**config.mk**
```make
export PLATFORM = sky130hd
export DESIGN_NAME = tsc_unit
export DESIGN_NICKNAME = d
export VERILOG_FILES = /design/src/rtl/tsc_pkg.sv /design/src/rtl/tsc_advance_gate.sv /design/src/rtl/tsc_counter.sv /design/src/rtl/tsc_user_port.sv /design/src/rtl/tsc_reg_port.sv /design/src/rtl/tsc_unit.sv
export SDC_FILE = /design/constraint.sdc
export NUM_CORES = 1
export LEC_CHECK = 0
export BUFFER_PORTS_ARGS = -buffer_cell sky130_fd_sc_hd__clkbuf_2
export CAP_MARGIN = 20
export CORE_MARGIN = 2
export CORE_UTILIZATION = 50
export DETAILED_ROUTE_END_ITERATION = 16
export GPL_TIMING_DRIVEN = 0
export PLACE_DENSITY_LB_ADDON = 0.25
export SLEW_MARGIN = 0
export SYNTH_ARGS = -nofsm -noshare
export SYNTH_HDL_FRONTEND = slang
export SYNTH_SLANG_ARGS = --single-unit
```
**constraint.sdc**
```tcl
create_clock -name clk -period 2.6 [get_ports clk]
set_clock_uncertainty 0.15 [all_clocks]
set_input_delay 0.52 -clock clk [delete_from_list [all_inputs] [get_ports clk]]
set_output_delay 0.52 -clock clk [all_outputs]
set_load 0.01 [all_outputs]
```
**src/rtl/tsc_pkg.sv**
```systemverilog
package tsc_pkg;

  typedef enum logic [1:0] {
    PS_RUN      = 2'd0,
    PS_HALT     = 2'd1,
    PS_THROTTLE = 2'd2,
    PS_IDLE     = 2'd3
  } pwr_state_e;

  localparam int CAP_W       = 32;
  localparam int CAP_INV_BIT = 8;

  function automatic logic state_freezes(input logic [1:0] ps);
    return (ps == PS_HALT) || (ps == PS_THROTTLE);
  endfunction

endpackage

```
**src/rtl/tsc_advance_gate.sv**
```systemverilog
module tsc_advance_gate
  import tsc_pkg::*;
(
  input  logic       tick_en,
  input  logic       invariant_en,
  input  logic [1:0] pwr_state,
  output logic       advance
);

  logic frozen;

  always_comb begin
    frozen  = state_freezes(pwr_state) && !invariant_en;
    advance = tick_en && !frozen;
  end

endmodule

```
**src/rtl/tsc_counter.sv**
```systemverilog
module tsc_counter #(
  parameter int CNT_W      = 64,
  parameter bit FULL_WRITE = 1'b0
) (
  input  logic             clk,
  input  logic             rst_n,
  input  logic             advance,
  input  logic             wr_hit,
  input  logic [CNT_W-1:0] wdata,
  output logic [CNT_W-1:0] cnt
);

  localparam int LOW_W = CNT_W / 2;
  localparam logic [CNT_W-1:0] ONE = {{(CNT_W-1){1'b0}}, 1'b1};
  localparam logic [CNT_W-1:0] LOAD_MASK =
    FULL_WRITE ? {CNT_W{1'b1}} : {{(CNT_W-LOW_W){1'b0}}, {LOW_W{1'b1}}};

  logic [CNT_W-1:0] cnt_q;
  logic [CNT_W-1:0] cnt_d;
  logic             cnt_en;

  always_comb begin
    cnt_en = wr_hit || advance;
    if (wr_hit) begin
      cnt_d = wdata & LOAD_MASK;
    end else begin
      cnt_d = cnt_q + ONE;
    end
  end

  always_ff @(posedge clk or negedge rst_n) begin
    if (!rst_n) begin
      cnt_q <= '0;
    end else if (cnt_en) begin
      cnt_q <= cnt_d;
    end
  end

  assign cnt = cnt_q;

  // step of exactly one when advancing without a write
  p_step_one_r2: assert property (@(posedge clk) disable iff (!rst_n)
    (advance && !wr_hit) |=> (cnt_q == $past(cnt_q) + ONE));

  // no change when neither advancing nor written
  p_hold_r2: assert property (@(posedge clk) disable iff (!rst_n)
    (!advance && !wr_hit) |=> $stable(cnt_q));

  generate
    if (FULL_WRITE) begin : g_full
      // all bits loaded
      p_full_load_r7: assert property (@(posedge clk) disable iff (!rst_n)
        wr_hit |=> (cnt_q == $past(wdata)));
    end else begin : g_legacy
      // upper half cleared, low half loaded
      p_legacy_upper_r6: assert property (@(posedge clk) disable iff (!rst_n)
        wr_hit |=> (cnt_q[CNT_W-1:LOW_W] == '0));
      p_legacy_low_r6: assert property (@(posedge clk) disable iff (!rst_n)
        wr_hit |=> (cnt_q[LOW_W-1:0] == $past(wdata[LOW_W-1:0])));
    end
  endgenerate

endmodule

```
**src/rtl/tsc_user_port.sv**
```systemverilog
module tsc_user_port #(
  parameter int CNT_W = 64,
  parameter int PL_W  = 2
) (
  input  logic             clk,
  input  logic             rst_n,
  input  logic             req,
  input  logic [PL_W-1:0]  pl,
  input  logic             restrict_en,
  input  logic [CNT_W-1:0] cnt,
  output logic             valid,
  output logic             fault,
  output logic [CNT_W-1:0] data
);

  logic             deny;
  logic             valid_d, fault_d;
  logic [CNT_W-1:0] data_d;
  logic             valid_q, fault_q;
  logic [CNT_W-1:0] data_q;

  always_comb begin
    deny    = restrict_en && (pl != '0);
    valid_d = req && !deny;
    fault_d = req && deny;
    data_d  = valid_d ? cnt : '0;
  end

  always_ff @(posedge clk or negedge rst_n) begin
    if (!rst_n) begin
      valid_q <= 1'b0;
      fault_q <= 1'b0;
      data_q  <= '0;
    end else begin
      valid_q <= valid_d;
      fault_q <= fault_d;
      data_q  <= data_d;
    end
  end

  assign valid = valid_q;
  assign fault = fault_q;
  assign data  = data_q;

  // a refused read never also reports valid
  p_fault_excl_r4: assert property (@(posedge clk) disable iff (!rst_n)
    !(valid_q && fault_q));

  // a refused read carries no counter bits
  p_fault_zero_r4: assert property (@(posedge clk) disable iff (!rst_n)
    fault_q |-> (data_q == '0));

  // privilege level 0 is always served
  p_pl0_served_r4: assert property (@(posedge clk) disable iff (!rst_n)
    (req && pl == '0) |=> (valid_q && !fault_q));

  // returned data is the counter value of the request cycle
  p_read_value_r3: assert property (@(posedge clk) disable iff (!rst_n)
    (req && !restrict_en) |=> (data_q == $past(cnt)));

endmodule

```
**src/rtl/tsc_reg_port.sv**
```systemverilog
module tsc_reg_port #(
  parameter int              CNT_W    = 64,
  parameter int              ADDR_W   = 12,
  parameter logic [ADDR_W-1:0] TSC_ADDR = 12'h010
) (
  input  logic              clk,
  input  logic              rst_n,
  input  logic              rd_en,
  input  logic              wr_en,
  input  logic [ADDR_W-1:0] addr,
  input  logic [CNT_W-1:0]  cnt,
  output logic              wr_hit,
  output logic              rd_valid,
  output logic [CNT_W-1:0]  rd_data
);

  logic             addr_hit;
  logic [CNT_W-1:0] rd_data_d;
  logic             rd_valid_q;
  logic [CNT_W-1:0] rd_data_q;

  always_comb begin
    addr_hit  = (addr == TSC_ADDR);
    wr_hit    = wr_en && addr_hit;
    rd_data_d = (rd_en && addr_hit) ? cnt : '0;
  end

  always_ff @(posedge clk or negedge rst_n) begin
    if (!rst_n) begin
      rd_valid_q <= 1'b0;
      rd_data_q  <= '0;
    end else begin
      rd_valid_q <= rd_en;
      rd_data_q  <= rd_data_d;
    end
  end

  assign rd_valid = rd_valid_q;
  assign rd_data  = rd_data_q;

  // reads off the counter address return zero
  p_offaddr_zero_r9: assert property (@(posedge clk) disable iff (!rst_n)
    (rd_en && addr != TSC_ADDR) |=> (rd_valid_q && rd_data_q == '0));

  // reads at the counter address return the full count
  p_hit_read_r5: assert property (@(posedge clk) disable iff (!rst_n)
    (rd_en && addr == TSC_ADDR) |=> (rd_valid_q && rd_data_q == $past(cnt)));

endmodule

```
**src/rtl/tsc_unit.sv**
```systemverilog
module tsc_unit
  import tsc_pkg::*;
#(
  parameter int                CNT_W         = 64,
  parameter int                PL_W          = 2,
  parameter int                ADDR_W        = 12,
  parameter logic [ADDR_W-1:0] TSC_ADDR      = 12'h010,
  parameter bit                FULL_WRITE    = 1'b0,
  parameter bit                INVARIANT_CAP = 1'b1
) (
  input  logic              clk,
  input  logic              rst_n,
  input  logic              tick_en,
  input  logic              invariant_en,
  input  logic [1:0]        pwr_state,
  input  logic              user_rd_req,
  input  logic [PL_W-1:0]   user_pl,
  input  logic              restrict_en,
  output logic              user_rd_valid,
  output logic              user_rd_fault,
  output logic [CNT_W-1:0]  user_rd_data,
  input  logic              reg_rd_en,
  input  logic              reg_wr_en,
  input  logic [ADDR_W-1:0] reg_addr,
  input  logic [CNT_W-1:0]  reg_wdata,
  output logic              reg_rd_valid,
  output logic [CNT_W-1:0]  reg_rd_data,
  output logic [CAP_W-1:0]  cap_word
);

  localparam logic [CNT_W-1:0] ONE = {{(CNT_W-1){1'b0}}, 1'b1};

  logic             advance;
  logic             wr_hit;
  logic [CNT_W-1:0] cnt;

  tsc_advance_gate u_gate (
    .tick_en      (tick_en),
    .invariant_en (invariant_en),
    .pwr_state    (pwr_state),
    .advance      (advance)
  );

  tsc_counter #(
    .CNT_W      (CNT_W),
    .FULL_WRITE (FULL_WRITE)
  ) u_counter (
    .clk     (clk),
    .rst_n   (rst_n),
    .advance (advance),
    .wr_hit  (wr_hit),
    .wdata   (reg_wdata),
    .cnt     (cnt)
  );

  tsc_user_port #(
    .CNT_W (CNT_W),
    .PL_W  (PL_W)
  ) u_user (
    .clk         (clk),
    .rst_n       (rst_n),
    .req         (user_rd_req),
    .pl          (user_pl),
    .restrict_en (restrict_en),
    .cnt         (cnt),
    .valid       (user_rd_valid),
    .fault       (user_rd_fault),
    .data        (user_rd_data)
  );

  tsc_reg_port #(
    .CNT_W    (CNT_W),
    .ADDR_W   (ADDR_W),
    .TSC_ADDR (TSC_ADDR)
  ) u_reg (
    .clk      (clk),
    .rst_n    (rst_n),
    .rd_en    (reg_rd_en),
    .wr_en    (reg_wr_en),
    .addr     (reg_addr),
    .cnt      (cnt),
    .wr_hit   (wr_hit),
    .rd_valid (reg_rd_valid),
    .rd_data  (reg_rd_data)
  );

  always_comb begin
    cap_word              = '0;
    cap_word[CAP_INV_BIT] = INVARIANT_CAP;
  end

  // invariant mode counts on every tick regardless of power state
  p_invariant_r10: assert property (@(posedge clk) disable iff (!rst_n)
    (invariant_en && tick_en && !(reg_wr_en && reg_addr == TSC_ADDR))
      |=> (cnt == $past(cnt) + ONE));

  // halted or throttled state freezes the count outside invariant mode
  p_freeze_r11: assert property (@(posedge clk) disable iff (!rst_n)
    (!invariant_en && state_freezes(pwr_state) && !(reg_wr_en && reg_addr == TSC_ADDR))
      |=> $stable(cnt));

  // writes elsewhere do not touch the count
  p_offaddr_wr_r9: assert property (@(posedge clk) disable iff (!rst_n)
    (reg_wr_en && reg_addr != TSC_ADDR && !tick_en) |=> $stable(cnt));

endmodule

```
# [After elaboration in Yosys (flattened, before gate mapping)]
# Cells that the tools add are included.
[totals] reg_bits=195 out_inout_bits=163 word_cells=26
[op_classes] n_addsub=1 eq_ne=3 n_mux=3 n_reduce_logical=13
[ops] operator="$mux 64" n=3
[ops] operator="$add 64x1->64 const B" n=1
[ops] operator="$eq 12x5->1 const B" n=1
[ops] operator="$logic_and 1x1->1" n=7
[ops] operator="$logic_not 1->1" n=3
[ops] operator="$eq 2x1->1 const B" n=1
[ops] operator="$eq 2x2->1 const B" n=1
[ops] operator="$logic_or 1x1->1" n=2
[ops] operator="$reduce_bool 2->1" n=1

# [Longest topological paths before layout]
# Gate-level depths: netlist of the first run.
[logic_depth] depth_word=6 mapped_depth=7 depth_no_buf=6

# [Hierarchy]
# A second synthesis of the first run with hierarchy kept.
[unflattened] hier_cells=818 area_unflattened_um2=8973.6
[by_module_without_submodules] mod="tsc_counter" instances=1 cells_per_inst=408 area_each_um2=3637.2 seq_area_each_um2=1601.5
[by_module_without_submodules] mod="tsc_reg_port" instances=1 cells_per_inst=226 area_each_um2=2896.5 seq_area_each_um2=1626.6
[by_module_without_submodules] mod="tsc_user_port" instances=1 cells_per_inst=148 area_each_um2=2175.8 seq_area_each_um2=1651.6
[by_module_without_submodules] mod="tsc_unit" instances=1 cells_per_inst=34 area_each_um2=247.7 seq_area_each_um2=0.0
[by_module_without_submodules] mod="tsc_advance_gate" instances=1 cells_per_inst=2 area_each_um2=16.3 seq_area_each_um2=0.0

# [Worst setup path after synthesis of the first run]
# Ideal clock, no wire load.
[synth_path] kind="input-to-reg" from="input port reg_addr[9]" to="register u_counter.cnt_q[48], in the netlist u_counter.cnt[48]" setup_time_ns=0.078 arrival_time_ns=2.019 required_time_ns=2.372 setup_slack_ns=0.353 cell_stages=6 path_buffers=1 path_cell_list="nor4_1 -> and4_1 -> buf_2 -> o211ai_1 -> or4_1 -> a21oi_1"
[synth_via] elab_chain_cells=3 elab_cells_between_ends=4 cone_classes="1 x eq/ne; 1 x mux; 2 x reduce/logical"
[synth_lines] element="start, declared" line_no="tsc_unit.sv:24" source="input logic [ADDR_W-1:0] reg_addr,"
[synth_lines] element="$eq 12x5->1 *" line_no="tsc_reg_port.sv:23" source="addr_hit = (addr == TSC_ADDR);"
[synth_lines] element="$logic_and 1x1->1 *" line_no="tsc_reg_port.sv:24" source="wr_hit = wr_en && addr_hit;"
[synth_lines] element="$mux 64 or $logic_or 1x1->1 (tied branches)" line_no="tsc_counter.sv:24, tsc_counter.sv:23"
[synth_lines] element="end signal, assigned" line_no="tsc_counter.sv:35" source="cnt_q <= cnt_d;"
[synth_lines] element="end, declared" line_no="tsc_counter.sv:18" source="logic [CNT_W-1:0] cnt_q;"
# Every way passes the cells marked *; elsewhere a longest branch is shown, timed or not.
# A chain may end at the register's enable or synchronous reset.

# [Final worst setup path of the first run]
[layout_path] from="register u_counter.cnt_q[30], in the netlist u_counter.cnt[30]" to="register u_counter.cnt_q[63], in the netlist u_counter.cnt[63]"
[layout_via] elab_chain_cells=2
[layout_lines] element="$add 64x1->64" line_no="tsc_counter.sv:27" source="cnt_d = cnt_q + ONE;"
[layout_lines] element="$mux 64" line_no="tsc_counter.sv:24" source="if (wr_hit) begin"
# No other way between the ends.

==> results of run 1 <==
state kept, by name, indices dropped and copies added, names as in the netlist:
register	flops
u_counter.cnt	64
u_reg.rd_data	64
u_user.data	64
u_reg.rd_valid	1
u_user.fault	1
u_user.valid	1
through the flow:
stage                     hold slack, ns  std cells  util (%)
after floorplan                   0.0744        792         -
after global placement             0.371       1197      58.8
after detailed placement           0.384       1198      59.0
after CTS                         0.0305       1232      63.1
after global routing              0.0519       1233      63.3
final                           -0.00242       1233      63.3
layer usage:
metal  wire length [um]  track usage [%]
met1               8860             32.7
met2              10200             38.0
met3               1450             6.01
met4                448             8.10
met5                  0                0
cell usage after synthesis (all sizes together), types with 2 or more instances:
cell type	instances	area [um2]
buf	42	290
o211ai	6	50.1
o21a	6	45.0
conb	2	7.51
nor3	9	45.0
nor2	21	78.8
and2	66	413
nand3	21	120
nand4	30	215
xor2	7	61.3
o21ai	35	175
inv	8	30.0
dfrtp	195	4880
nor4	21	240
o31ai	14	105
or3	16	100
mux2i	2	20.0
nand2	47	176
and4	9	78.8
or4	18	139
a21oi	42	210
and3	76	475
xnor2	24	210
clkbuf	35	135
worst max-delay path, stage by stage, from the launching register on:
cell	delay [ns]
sky130_fd_sc_hd__dfrtp_1	0.47
sky130_fd_sc_hd__nand3_1	0.26
sky130_fd_sc_hd__nor4_4	0.45
sky130_fd_sc_hd__nand4_2	0.32
sky130_fd_sc_hd__or4_1	0.59
sky130_fd_sc_hd__a21oi_1	0.18
power by group:
group,internal (mW),switching [mW]
registers,3.12,0.0885
logic,0.200,0.310
clock network,1.64,1.22
layout by cell type (no fill, tap or decap), types with 17 or more instances in the layout:
cell type / synthesis / layout
sky130_fd_sc_hd__and2_1: 66 / 66
sky130_fd_sc_hd__a21oi_1: 42 / 42
sky130_fd_sc_hd__nand2_1: 47 / 47
sky130_fd_sc_hd__o21ai_0: 32 / 32
sky130_fd_sc_hd__or4_1: 17 / 17
sky130_fd_sc_hd__clkbuf_16: 0 / 17
sky130_fd_sc_hd__conb_1: 2 / 32
sky130_fd_sc_hd__dfrtp_1: 195 / 195
sky130_fd_sc_hd__clkbuf_2: 3 / 187
sky130_fd_sc_hd__nand4_1: 27 / 27
sky130_fd_sc_hd__xnor2_1: 24 / 24
sky130_fd_sc_hd__clkbuf_1: 32 / 31
sky130_fd_sc_hd__nor2_1: 21 / 20
sky130_fd_sc_hd__buf_4: 33 / 37
sky130_fd_sc_hd__and3_1: 76 / 76
sky130_fd_sc_hd__nand3_1: 18 / 18
worst paths after layout:
| check | startpoint | endpoint | cells after the start | slack, ns |
|---|---|---|---|---|
| max | u_counter.cnt[30] | u_counter.cnt[63] | 5 | 0.11 |
| min | rst_n | u_reg.rd_data[54] | 1 | -0.002 |
| max reg2reg | u_counter.cnt[30] | u_counter.cnt[63] | 5 | 0.11 |
| min reg2reg | u_counter.cnt[63] | u_reg.rd_data[63] | 1 | 0.40 |
| max in group asynchronous | rst_n | u_counter.cnt[21] | 2 | 1.38 |
| min in group clk | reg_rd_en | u_reg.rd_valid | 1 | 0.06 |
logic make-up (layout without fill, tap and decap cells):
kind of cell	after synthesis	in the layout	share of synthesized area [%]
AO/OA/AOI/OAI	108	108	7.58
XOR/XNOR	31	31	3.23
adder cells (fa/ha/maj)	1	1	0.149
buffers and inverters	85	306	5.42
flip-flops	195	195	58.1
multiplexers	2	2	0.238
other	2	32	0.0893
AND/OR/NAND/NOR	338	338	25.2
final cells by class:
type / instances / area share [%]
Multi-Input combinational cell: 512 / 30.8
Buffer: 76 / 4.03
Inverter: 8 / 0.287
Tap cell: 220 / 2.63
Sequential cell: 195 / 46.6
Clock buffer: 17 / 4.07
Clock inverter: 15 / 2.13
Timing Repair Buffer: 190 / 9.48
what timing repair did:
item	CTS	global route
setup buffers	2	2
resized for setup	1	6
setup endpoints to repair	4	88
pin swaps	1	2
==> impl_summary.txt, run 1 <==
----------------------------------------------------
[Cells and area]
  Fill count ... roughly 1.4k
  # diodes ... 0
  Area occupied by registers ... 4880 um2
  Area overhead of the layout relative to synthesis ... 24.5%
  Fraction of layout cells with a size suffix above 1 ... 28.7%
  Post-route standard cell area excluding fillers ... between 10000 and 15000 um2
  Area taken by multi-input logic gates ... 3220 um2
  Count of nets after finishing ... 1089

[Yosys]
  Mean cell area of the mapped netlist ... between 10 and 15 um2
  Gate count after technology mapping ... 762
  Number of unique standard cell types used by synthesis ... 45
  Most used flip-flop cell after synthesis ... sky130_fd_sc_hd__dfrtp_1
  Number of warnings printed during yosys synthesis ... 0
  Register bit total from synthesis ... 195
  Combined area of all synthesized cells ... around 8400 um2
  Number of enable flip-flop cells after synthesis ... 0
  Seq/Total Area, Yosys ... 58.1%
  Share of synthesized registers carrying an async set or reset ... 100%

[Global route]
  Global route overflow ... 0
  Global-route wire length before repair ... 33500 um
  Initial antenna violation count ... 0
  GRT Overall Usage ... 24.0%
  Vias in the first global route ... about 6.3k
  Pin count of the biggest net entering global routing ... 100

[Power]
  Static leakage ... 5.35 nW
  Maximum vdd drop ... 0.486 mV
  Total chip power ... 6.58 mW
  Total power per unit cell area ... 628 nW/um2

[Setup path]
  Data arrival time of the critical path ... 2.70 ns
  CP Capture Type ... flip-flop
  Critical-path maximum fanout ... 10
  Startpoint kind of the worst setup timing path ... flip-flop
  CP Data Required Time ... approximately 2.8 ns
  Crit Path Category ... flip-flop to flip-flop

[Floorplanning]
  Die area ... 17900 um2
  Horizontal die dimension ... between 100 and 150 um
  Core Area ... 16500 um2
  Cell row count ... 47
  Initial Utilization ... 50.9%
  Die boundary height ... between 100 and 150 um
  Io pins ... 251

[Drt]
  Remaining antenna violation count after routing ... 0
  Total detailed-routing wirelength ... 21000 um
  First drt pass iteration count ... 5
  Via density ... 5.34
  Routed length per placed instance ... approximately 17 um
  Remaining DRCs ... 0
  1st-iter DRT viols ... 532
  Total number of vias ... between 6k and 7k

[STA]
  Hold_ws ... -0.00242 ns
  Fin Setup TNS ... 0 ns
  RSZ-0062 raised after global routing ... yes
  Worst Max-Slew Pin Slew ... 0.784 ns
  Worst slew margin ... between 40 and 50%
  Final number of setup-violating endpoints ... 0
  Crit path setup slack, layout ... 0.110 ns
  Max Freq ... around 400 MHz
  Post-route minimum period ... 2.49 ns
  Crit share post-route ... 95.8%
  Final Hold Violating Endpoints ... 1
  Count of pins over their slew limit ... 0

[Clocking]
  CTS tree ... built
  Clk Tree Root Cell ... sky130_fd_sc_hd__clkbuf_16
  Number of clock sinks seen by CTS ... 195
  Count of H-tree levels built during CTS ... 4
  TritonCTS buffer count ... 17
  Clock Pin Slew Worst Setup and Hold Paths ... 0.07 ns
  Maximum count of clock buffers along a single path ... 2
  Hold Buf Count CTS ... 0
  Skew-Pair Late Insertion Delay ... 0.44 ns

[Place]
  Pre-CTS worst setup slack ... -0.362 ns
  Count of input and output buffers ... between 150 and 200
  Final estimated routing congestion in global placement ... 0.819
  Post-place instance area ... 9760 um2
  Post-detail-place hpwl ... 14500 um

[Flow run]
  Maximum capacitance violations ... 0

[Run status]
  Outcome ... finished with violations
  Violations in the final reports ... hold timing

[Min path]
  Class of the tightest hold or removal check ... input port to asynchronous set/reset pin

----------------------------------------------------
(Power assumes the default switching activity.)
==> run 2, diff against run 1 <==
- ABC_AREA: default -> 1
- PLACE_DENSITY: default -> 0.77
- PLACE_DENSITY_LB_ADDON: 0.25 -> default
==> run 2 against run 1 <==
  * The flow still finishes with violations (hold timing)
  * Sequential cell count unchanged
  * Register-to-register slack improved by 0.34 ns
  * Area after synthesis grew 5.6%
  * Sequential power up 3%
  * Sequential share of layout area shrank 1.7 points
  * Combinational power is 49% higher
  * Die area up 5.4%
  * First-iteration DRC count grew 32%
  * Largest power group unchanged
  * Highest routed layer unchanged
==> impl_summary.txt, run 2 <==
----------------------------------------------------
[Yosys]
  Area share of the largest cell type after synthesis ... 55.0% (-3.1 points)
  Library cell with the largest summed area after synthesis ... sky130_fd_sc_hd__dfrtp_1
  Top cells by area in the synthesized netlist ... sky130_fd_sc_hd__dfrtp_1, sky130_fd_sc_hd__nor2_1, sky130_fd_sc_hd__nand2_1
  Number of warnings printed during yosys synthesis ... 0 (unchanged)
  Share of synthesized registers carrying an async set or reset ... 100% (unchanged)
  Leading cell types by count after synthesis ... sky130_fd_sc_hd__nor2_1, sky130_fd_sc_hd__nand2_1, sky130_fd_sc_hd__dfrtp_1
  Number of unique standard cell types used by synthesis ... 38 (-16%)
  Mean cell area of the mapped netlist ... 8.19 um2 (-26%)
  Register bit total from synthesis ... 195 (unchanged)
  Most common cell in the synthesized netlist ... sky130_fd_sc_hd__nor2_1
  Combined area of all synthesized cells ... 8870 um2 (+5.6%)
  Most used flip-flop cell after synthesis ... sky130_fd_sc_hd__dfrtp_1
  Number of enable flip-flop cells after synthesis ... 0 (unchanged)
  Gate count after technology mapping ... 1083 (+42%)
  Seq/Total Area, Yosys ... 55.0% (-3.1 points)

[Global route]
  Global-route wire length before repair ... 39700 um (+19%)
  Pin count of the biggest net entering global routing ... 104 (+4.0%)
  Initial antenna violation count ... 0 (unchanged)
  Vias in the first global route ... 7679 (+22%)
  Global route overflow ... 0 (unchanged)
  GRT Overall Usage ... 28.2% (+4.2 points)

[Min path]
  Class of the tightest hold or removal check ... input port to asynchronous set/reset pin

[Power]
  Maximum vdd drop ... 0.467 mV (-3.8%)
  Total power per unit cell area ... 630 nW/um2 (+0.24%)
  Power Internal ... 5.00 mW (+0.66%)
  Total chip power ... 6.84 mW (+4.0%)
  Power share of the clock group ... 40.5% (-2.9 points)
  Switching pwr ... 1.84 mW (+14%)
  Power share of the sequential group ... 48.5% (-0.3 points)
  Comb power frac ... 11.1% (+3.4 points)
  Static leakage ... 5.72 nW (+6.9%)
  Sw frac ... 26.9% (+2.4 points)

[STA]
  RSZ-0062 raised after global routing ... no
  Post-route minimum period ... 2.15 ns (-0.339 ns)
  Count of pins over their slew limit ... 0 (unchanged)
  Final number of setup-violating endpoints ... 0 (unchanged)
  Worst Max-Slew Pin Slew ... 0.857 ns (+0.0721 ns)
  Crit share post-route ... 82.7% (-13 points)
  Fin Setup TNS ... 0 ns (unchanged)
  Hold_ws ... -0.0390 ns (-0.0365 ns)
  Final Hold Violating Endpoints ... 13 (+12)
  Max Freq ... 465 MHz (+16%)
  Worst slew margin ... 42.9% (-4.8 points)

[Cells and area]
  Most used cells in the layout excluding fill and tap cells ... sky130_fd_sc_hd__nor2_1, sky130_fd_sc_hd__nand2_1, sky130_fd_sc_hd__dfrtp_1, sky130_fd_sc_hd__clkbuf_2, sky130_fd_sc_hd__inv_1
  Most common cell after layout, fill and taps aside ... sky130_fd_sc_hd__nor2_1
  Post-route standard cell area excluding fillers ... 10900 um2 (+3.7%)
  Fill count ... 1542 (+13%)
  Count of nets after finishing ... 1408 (+29%)
  Area overhead of the layout relative to synthesis ... 22.3%
  Share of the core filled with cells ... 62.7% (-0.58 points)
  Fraction of layout cells with a size suffix above 1 ... 22.8% (-5.9 points)
  # diodes ... 0 (unchanged)

[Floorplanning]
  Cell row count ... 48 (+2.1%)
  Die boundary height ... 137 um (+2.7%)
  Horizontal die dimension ... 137 um (+2.7%)
  Core Area ... 17300 um2 (+4.7%)
  Die area ... 18800 um2 (+5.4%)
  Io pins ... 251 (unchanged)
  Initial Utilization ... 51.3% (+0.44 points)

[Flow run]
  Maximum capacitance violations ... 0 (unchanged)

[Clocking]
  Clock Pin Slew Worst Setup and Hold Paths ... 0.07 ns (about the same)
  # Post-CTS Setup Buffers ... 0 (-2)
  Number of clock sinks seen by CTS ... 195 (unchanged)
  Count of H-tree levels built during CTS ... 4 (unchanged)
  Count of instances resized after the clock tree is built ... 0 (-1)
  CTS tree ... built
  Maximum count of clock buffers along a single path ... 2 (unchanged)
  Clk Tree Root Cell ... sky130_fd_sc_hd__clkbuf_16
  TritonCTS buffer count ... 17 (unchanged)
  Hold Buf Count CTS ... 0 (unchanged)
  Skew-Pair Late Insertion Delay ... 0.44 ns (about the same)

[Place]
  Post-detail-place hpwl ... 18900 um (+30%)
  Post-place instance area ... 10200 um2 (+4.9%)
  Count of input and output buffers ... 186 (+0.54%)
  Final estimated routing congestion in global placement ... 0.978 (+19%)

[Setup path]
  CP Capture Type ... flip-flop
  CP Data Required Time ... 2.78 ns (-0.03 ns)
  Data arrival time of the critical path ... 2.33 ns (-0.37 ns)
  Crit Path Category ... flip-flop to flip-flop
  Critical-path maximum fanout ... 5 (-5)
  Startpoint kind of the worst setup timing path ... flip-flop

[Run status]
  Outcome ... finished with violations
  Violations in the final reports ... hold timing

[Drt]
  Remaining DRCs ... 0 (unchanged)
  Remaining antenna violation count after routing ... 0 (unchanged)
  Total number of vias ... 7997 (+22%)
  Via density ... 5.14 (-3.8%)
  Routed length per placed instance ... 16.3 um (-4.3%)
  1st-iter DRT viols ... 702 (+32%)
  Total detailed-routing wirelength ... 25400 um (+21%)
  First drt pass iteration count ... 5 (unchanged)

----------------------------------------------------
## run 2: cell count changes after synthesis, sizes merged, moves of 24 or more
cell	change
and2	-65
and3	-75
inv	+104
nand2	+168
nand3	+29
nor2	+282
xnor2	-24
## run 2: stage by stage
stage | std cells | setup slack [ns]
3_5_place_dp | 1525 | -0.00275
2_1_floorplan | 1113 | 0.792
6_report | 1557 | 0.450
5_1_grt | 1557 | 0.331
3_3_place_gp | 1524 | -2.70
4_1_cts | 1557 | 0.456
## run 2: area by class of cell
type	instances	area, um2	share of cell area (%)
Buffer	64	384	3.54
Clock buffer	19	443	4.08
Clock inverter	13	174	1.60
Inverter	114	428	3.94
Multi-Input combinational cell	740	3300	30.4
Sequential cell	195	4880	45.0
Tap cell	225	282	2.59
Timing Repair Buffer	187	967	8.91
## run 2: worst max-delay path, cell delays in order, from the launching register on
cell and delay (ns):
sky130_fd_sc_hd__dfrtp_1 0.41, sky130_fd_sc_hd__ha_1 0.21, sky130_fd_sc_hd__nand2_1 0.13, sky130_fd_sc_hd__nor2_4 0.18, sky130_fd_sc_hd__nand2_4 0.11, sky130_fd_sc_hd__nor2_1 0.17, sky130_fd_sc_hd__nand2_1 0.17, sky130_fd_sc_hd__nor2_2 0.27
sky130_fd_sc_hd__nand3_1 0.13, sky130_fd_sc_hd__nand2_1 0.08, sky130_fd_sc_hd__nor2_1 0.05
## run 2: worst paths after layout
check                                   from           endpoint  slack [ns]  cells after the start
setup / recovery            u_counter.cnt[0]  u_counter.cnt[60]        0.45                     10
hold / removal                         rst_n  u_reg.rd_data[10]       -0.04                      1
setup reg to reg            u_counter.cnt[0]  u_counter.cnt[60]        0.45                     10
hold reg to reg            u_counter.cnt[33]  u_counter.cnt[33]        0.39                      1
max in group asynchronous              rst_n  u_counter.cnt[37]        1.38                      2
min in group clk                   reg_rd_en     u_reg.rd_valid        0.05                      1
## run 2: metal layers
metal | vias up | GRT usage (%) | share of wire, %
met3 | 61 | 7.06 | 9.9
met5 | - | 0 | 0
met2 | 423 | 44.0 | 46
met1 | 3740 | 37.4 | 41
li1 | 3773 | - | -
met4 | 0 | 12.6 | 3.0
## run 2: cell families after synthesis
family                     synth area share, %
DFF                                       55.0
AOI/OAI and AO/OA                         4.98
xor gates and xnor gates                 0.888
other                                   0.0846
adders and majority gates                0.141
buffers and inverters                     9.15
and+or+nand+nor                           29.8
## run 2: power groups by stage
stage               clock, mW  sequential [mW]  combinational, mW
floorplan                   0             3.36              0.442
global placement            0             3.36              0.725
detailed placement          0             3.36              0.754
CTS                      2.80             3.31              0.758
global route             2.92             3.33              0.855
finish                   2.77             3.31              0.758
